===== config.mk =====
export PLATFORM = sky130hd
export DESIGN_NAME = strobe_cycle_gen
export DESIGN_NICKNAME = d
export VERILOG_FILES = /design/src/rtl/strobe_gen_pkg.sv /design/src/rtl/strobe_seq.sv /design/src/rtl/strobe_shaper.sv /design/src/rtl/strobe_cycle_gen.sv
export SDC_FILE = /design/constraint.sdc
export NUM_CORES = 1
export LEC_CHECK = 0
export ABC_AREA = 1
export ABC_CLOCK_PERIOD_IN_PS = 4010
export BUFFER_PORTS_ARGS = -buffer_cell sky130_fd_sc_hd__buf_2
export CORE_MARGIN = 2
export CORE_UTILIZATION = 50
export DETAILED_ROUTE_END_ITERATION = 8
export PLACE_DENSITY = 0.77
export SYNTH_ARGS = -nofsm -noshare
export SYNTH_HDL_FRONTEND = slang
export SYNTH_SLANG_ARGS = --single-unit

===== constraint.sdc =====
create_clock -name clk -period 4.01 [get_ports clk]
set_clock_uncertainty 0.05 [all_clocks]
set_input_delay 0.802 -clock clk [delete_from_list [all_inputs] [get_ports clk]]
set_output_delay 0.802 -clock clk [all_outputs]
set_load 0.01 [all_outputs]

===== src/rtl/strobe_gen_pkg.sv =====
// Package: shared strobe indices and length decode for the strobe generator.
// Assumes length codes are 2 bits wide; code 3 is folded onto the longest length.
package strobe_gen_pkg;

    localparam int STB_IORQ = 0;
    localparam int STB_MREQ = 1;
    localparam int STB_RD   = 2;
    localparam int STB_WR   = 3;
    localparam int STB_NUM  = 4;

    localparam int LEN_MIN  = 2;
    localparam int LEN_MAX  = 4;

    // Map a length code onto a T-cycle count.
    function automatic int len_of(input logic [1:0] code);
        int n;
        n = LEN_MIN + int'(code);
        if (n > LEN_MAX) n = LEN_MAX;
        return n;
    endfunction

endpackage


===== src/rtl/strobe_seq.sv =====
// Module: strobe_seq
// Walks one bus cycle in half-T-cycle steps. It keeps the T-cycle index and
// the half phase, and inserts wait T-cycles when wait_req is high at the end
// of the second-to-last T-cycle. Assumes last_idx_in >= 1 (at least 2 T-cycles).
module strobe_seq #(
    parameter int TCNT_W = 3
) (
    input  logic              clk,
    input  logic              rst_n,
    input  logic              start,
    input  logic              wait_req,
    input  logic [TCNT_W-1:0] last_idx_in,
    output logic              busy_o,
    output logic              final_clk_o
);

    localparam logic [TCNT_W-1:0] ONE = TCNT_W'(1);

    logic              busy_q;
    logic              ph_q;
    logic [TCNT_W-1:0] tidx_q;
    logic [TCNT_W-1:0] last_q;
    logic              at_last;
    logic              at_hold;

    // Position decode within the cycle.
    always_comb begin
        at_last = (tidx_q == last_q);
        at_hold = (tidx_q == (last_q - ONE));
    end

    // Cycle state: launch, half-phase toggle, T-cycle advance and wait hold.
    always_ff @(posedge clk) begin
        if (!rst_n) begin
            busy_q <= 1'b0;
            ph_q   <= 1'b0;
            tidx_q <= '0;
            last_q <= ONE;
        end else if (!busy_q) begin
            if (start) begin
                busy_q <= 1'b1;
                ph_q   <= 1'b0;
                tidx_q <= '0;
                last_q <= last_idx_in;
            end
        end else begin
            ph_q <= ~ph_q;
            if (ph_q) begin
                if (at_last) begin
                    busy_q <= 1'b0;
                end else if (!(at_hold && wait_req)) begin
                    tidx_q <= tidx_q + ONE;
                end
            end
        end
    end

    assign busy_o      = busy_q;
    assign final_clk_o = busy_q && at_last && ph_q;

    // The final clock is always followed by an idle clock.
    assert_done_then_idle_R9: assert property (@(posedge clk) disable iff (!rst_n)
        final_clk_o |=> !busy_o);

    // An idle start launches at T-cycle 0, first half.
    assert_launch_R9: assert property (@(posedge clk) disable iff (!rst_n)
        (start && !busy_q) |=> (busy_q && tidx_q == '0 && !ph_q));

    // The index never passes the final T-cycle.
    assert_idx_bound_R2: assert property (@(posedge clk) disable iff (!rst_n)
        busy_q |-> (tidx_q <= last_q));

    // A sampled wait repeats the second-to-last T-cycle.
    assert_wait_hold_R8: assert property (@(posedge clk) disable iff (!rst_n)
        (busy_q && ph_q && at_hold && !at_last && wait_req) |=>
            (busy_q && tidx_q == $past(tidx_q) && !ph_q));

endmodule


===== src/rtl/strobe_shaper.sv =====
// Module: strobe_shaper
// Forms each strobe from the busy window, its enable and its early-end bit.
// An early strobe drops on the final clock of the cycle. Assumes final_clk
// is high only while busy.
module strobe_shaper #(
    parameter int NUM_STB = 4
) (
    input  logic               busy,
    input  logic               final_clk,
    input  logic [NUM_STB-1:0] enable,
    input  logic [NUM_STB-1:0] early,
    output logic [NUM_STB-1:0] stb
);

    for (genvar g = 0; g < NUM_STB; g++) begin : g_stb
        // One strobe: active over the busy window, trimmed by half a T-cycle if early.
        always_comb begin
            stb[g] = busy && enable[g] && !(early[g] && final_clk);
        end
    end

endmodule


===== src/rtl/strobe_cycle_gen.sv =====
// Module: strobe_cycle_gen (top)
// Captures the selected port's timing settings on start. It runs the cycle
// sequencer and shapes the four transfer strobes. Source is read, destination
// is written. Assumes clk runs at twice the T-cycle rate.
module strobe_cycle_gen
    import strobe_gen_pkg::*;
#(
    parameter int LEN_CODE_W = 2,
    parameter int NUM_STB    = STB_NUM,
    parameter int TCNT_W     = 3
) (
    input  logic                  clk,
    input  logic                  rst_n,
    input  logic                  start,
    input  logic                  port_sel,
    input  logic                  wait_req,
    input  logic [LEN_CODE_W-1:0] src_len_code,
    input  logic [NUM_STB-1:0]    src_early,
    input  logic                  src_is_io,
    input  logic [LEN_CODE_W-1:0] dst_len_code,
    input  logic [NUM_STB-1:0]    dst_early,
    input  logic                  dst_is_io,
    output logic                  iorq_o,
    output logic                  mreq_o,
    output logic                  rd_o,
    output logic                  wr_o,
    output logic                  done_o
);

    logic                  busy;
    logic                  final_clk;
    logic                  accept;
    logic [LEN_CODE_W-1:0] sel_code;
    logic [TCNT_W-1:0]     last_idx;
    logic [NUM_STB-1:0]    early_q;
    logic [NUM_STB-1:0]    en_q;
    logic [NUM_STB-1:0]    en_next;
    logic [NUM_STB-1:0]    stb;

    // Select the launching port's length and strobe enables.
    always_comb begin
        accept   = start && !busy;
        sel_code = port_sel ? dst_len_code : src_len_code;
        last_idx = TCNT_W'(len_of(2'(sel_code)) - 1);
        en_next  = '0;
        en_next[STB_IORQ] = port_sel ? dst_is_io  : src_is_io;
        en_next[STB_MREQ] = port_sel ? !dst_is_io : !src_is_io;
        en_next[STB_RD]   = !port_sel;
        en_next[STB_WR]   = port_sel;
    end

    // Hold the selected port's strobe settings for the whole cycle.
    always_ff @(posedge clk) begin
        if (!rst_n) begin
            early_q <= '0;
            en_q    <= '0;
        end else if (accept) begin
            early_q <= port_sel ? dst_early : src_early;
            en_q    <= en_next;
        end
    end

    strobe_seq #(
        .TCNT_W(TCNT_W)
    ) u_seq (
        .clk        (clk),
        .rst_n      (rst_n),
        .start      (start),
        .wait_req   (wait_req),
        .last_idx_in(last_idx),
        .busy_o     (busy),
        .final_clk_o(final_clk)
    );

    strobe_shaper #(
        .NUM_STB(NUM_STB)
    ) u_shaper (
        .busy     (busy),
        .final_clk(final_clk),
        .enable   (en_q),
        .early    (early_q),
        .stb      (stb)
    );

    assign iorq_o = stb[STB_IORQ];
    assign mreq_o = stb[STB_MREQ];
    assign rd_o   = stb[STB_RD];
    assign wr_o   = stb[STB_WR];
    assign done_o = final_clk;

    // Never both request kinds at once.
    assert_one_space_R5: assert property (@(posedge clk) disable iff (!rst_n)
        $onehot0({iorq_o, mreq_o}));

    // Never both directions at once.
    assert_one_dir_R6: assert property (@(posedge clk) disable iff (!rst_n)
        $onehot0({rd_o, wr_o}));

    // A read or write strobe ends only on the final clock or just after it.
    assert_trailing_rd_R3: assert property (@(posedge clk) disable iff (!rst_n)
        $fell(rd_o) |-> (done_o || $past(done_o)));
    assert_trailing_wr_R4: assert property (@(posedge clk) disable iff (!rst_n)
        $fell(wr_o) |-> (done_o || $past(done_o)));

    // Outputs rest low after reset until a start.
    assert_idle_quiet_R1: assert property (@(posedge clk) disable iff (!rst_n)
        (!busy && !start) |=> !(iorq_o || mreq_o || rd_o || wr_o || done_o));

endmodule


==> flow_summary.json <==
{
  "post-place-ws_ns": 1.63,
  "crit_top_cell": "nand2_1",
  "yosysUniqueCellTypes": 21,
  "worst_pin_slew_ns": 0.513,
  "cts_buffers": 3,
  "run_status": "finished, final reports clean",
  "dp_cells": 172,
  "period_needed_ns": 2.66,
  "n_antenna_cell": 0,
  "slew_viol_final": 0,
  "nFillCells": 168,
  "leakagePower_nw": 0.538,
  "yosysSeqAreaShare": 0.345,
  "layout-drive-gt1-share": 0.226,
  "holdCritPathClass": "flip-flop to flip-flop",
  "fin_ws_ns": 1.35,
  "cp_max_fo": 12,
  "area_growth_pct": 17.4,
  "syn_area_um2": 871,
  "io_pins": 24,
  "slew_headroom": 0.658,
  "crit_path_end_kind": "primary output",
  "htreeDepth": 1,
  "cpPeakStageDelay_ns": 0.65,
  "cts.root.buffer_cell": "clkbuf_4",
  "r2r_start": "u_seq.busy_o",
  "cts_hold_buf": 0,
  "first_global_vias": 696,
  "avgSynthCellArea_um2": 6.55,
  "grtUsageTotal": 0.179,
  "core.rowCount": 15,
  "startpoint_type": "flip-flop",
  "die_h_um": 45.7,
  "die_area_um2": 2090,
  "clk_latency_ns": 0.27,
  "crit_start": "u_seq.busy_o",
  "vias": 856,
  "grt_first_pass_wirelength_um": 2760,
  "gr-total-overflow": 0,
  "hp-start": "en_q[0]",
  "wl_per_cell_um": 9.70,
  "fin_tns_setup_ns": 0,
  "cts_resized": 0,
  "postSynthCellCount": 133,
  "crit_chain": "nand2_1 -> nor2_1 -> nand3_2 -> nor2_4 -> nand2_1 -> nand3_1 -> inv_1 -> buf_2",
  "drtPass1Iterations": 4,
  "drcViolationCount": 0,
  "drt-vias-per-instance": 4.86,
  "start_util": 0.516,
  "place_congestion": 0.759,
  "rsz0062_at_grt": "false",
  "path_buf_inv": 2,
  "p_total_w": 0.000339,
  "path_clk_slew_ns": 0.09,
  "dp_hpwl_um": 1380,
  "antenna_left": 0,
  "finalCritPeriodShare": 0.664,
  "cts_tree": "built",
  "fmaxAchievable_mhz": 376,
  "yosysWarnings": 0,
  "io_buffers": 23,
  "ir_drop_v": 0.000221,
  "ys_ff_latch": 15,
  "max_cap_viol_count": 0,
  "slowest_stage": "dfxtp_1",
  "hold_violations": 0,
  "instances_no_fill": 176,
  "postCtsSetupBuffers": 0,
  "grt_start_max_net_pins": 13,
  "crit_required_ns": 3.16,
  "cts.sinks": 15,
  "utilization": 0.605,
  "cts_buffer_depth": 2,
  "cellPowerDensity_nw_per_um2": 332,
  "final_nets": 181,
  "setup_viol": 0,
  "syn_nets": 154,
  "arrival_ns": 1.81,
  "core-area_um2": 1690,
  "drt-total-wl_um": 1710,
  "die_w_um": 45.7,
  "crit_family": "simple AND/OR/NAND/NOR gates",
  "drtIter0Drc": 12,
  "grt_antenna_before_repair": 0,
  "worstSetupPathType": "flip-flop to primary output"
}
## power by group
group	total, W	switching (W)	internal [W]
clock network	0.0000843	0.0000458	0.0000385
logic	0.0000813	0.0000476	0.0000337
registers	0.000173	0.0000118	0.000161
total	0.000339	0.000105	0.000234
## path summary, 6_finish.rpt
check,to,slack [ns],depth (start not counted)
max,wr_o,1.35,8
min reg2reg,en_q[0],0.42,2
max reg2reg,u_seq.last_q[1],2.39,5
min,en_q[0],0.42,2
## logic make-up (layout without fill, tap and decap cells)
kind of cell | count (synthesis) | after routing | share of synthesized area
adder cells (fa/ha/maj) | 2 | 2 | 0.0287
AND/OR/NAND/NOR | 80 | 80 | 0.402
AO/OA/AOI/OAI | 16 | 16 | 0.129
buffers and inverters | 20 | 46 | 0.0948
flip-flops | 15 | 15 | 0.345
## through the flow
stage	cell area, µm²	hold slack, ns
floorplan	871	0.396
global placement	996	0.408
detailed placement	996	0.415
CTS	1020	0.427
global route	1020	0.448
finish	1020	0.423
## worst register-to-register path, stage by stage (launching register included)
cell,delay (ns)
dfxtp_1,0.65
inv_1,0.12
nand2_1,0.26
inv_1,0.18
o21ai_0,0.18
a41oi_1,0.06
## cell type report
type	instances	area (µm²)	area share
Tap cell	17	21.3	0.0208
Multi-Input combinational cell	98	488	0.477
Clock buffer	4	26.3	0.0257
Inverter	19	71.3	0.0698
Timing Repair Buffer	23	115	0.113
Sequential cell	15	300	0.294
## state kept, by name, indices dropped and copies added (netlist names)
name / count
u_seq.tidx_q: 3
u_seq.last_q: 2
en_q: 4
early_q: 4
u_seq.busy_o: 1
u_seq.ph_q: 1
## placed cells by master (no fill, tap or decap), types with 3 or more instances in the layout
cell,netlist,layout
nor2_2,3,3
nor2_1,16,16
inv_1,19,19
o21ai_0,5,5
nand4_1,3,3
a31oi_1,4,4
buf_2,0,23
dfxtp_1,15,15
nand3_1,7,7
nand2_1,46,46
clkbuf_4,0,3
## Yosys cell counts
library cell  number  share of area
a211oi_1           1         0.0086
a21boi_0           1         0.0086
a21oi_1            2          0.011
a21oi_4            1          0.019
a22oi_2            1          0.014
a31oi_1            4          0.029
a41oi_1            1          0.010
buf_6              1          0.013
dfxtp_1           15           0.34
ha_1               2          0.029
inv_1             19          0.082
nand2_1           46           0.20
nand2_2            1         0.0072
nand3_1            7          0.040
nand3_2            1          0.011
nand4_1            3          0.022
nor2_1            16          0.069
nor2_2             3          0.022
nor2_4             2          0.026
o21ai_0            5          0.029
or2_2              1         0.0072
## metal layers
metal  vias up  GRT usage  routed length, µm
met5         -          0                  0
met4         0     0.0686                 12
met3         2     0.0238                 60
met2        19      0.293                812
met1       360      0.238                822
li1        475          -                  -
Note: power is estimated with default switching activity, not from simulation.
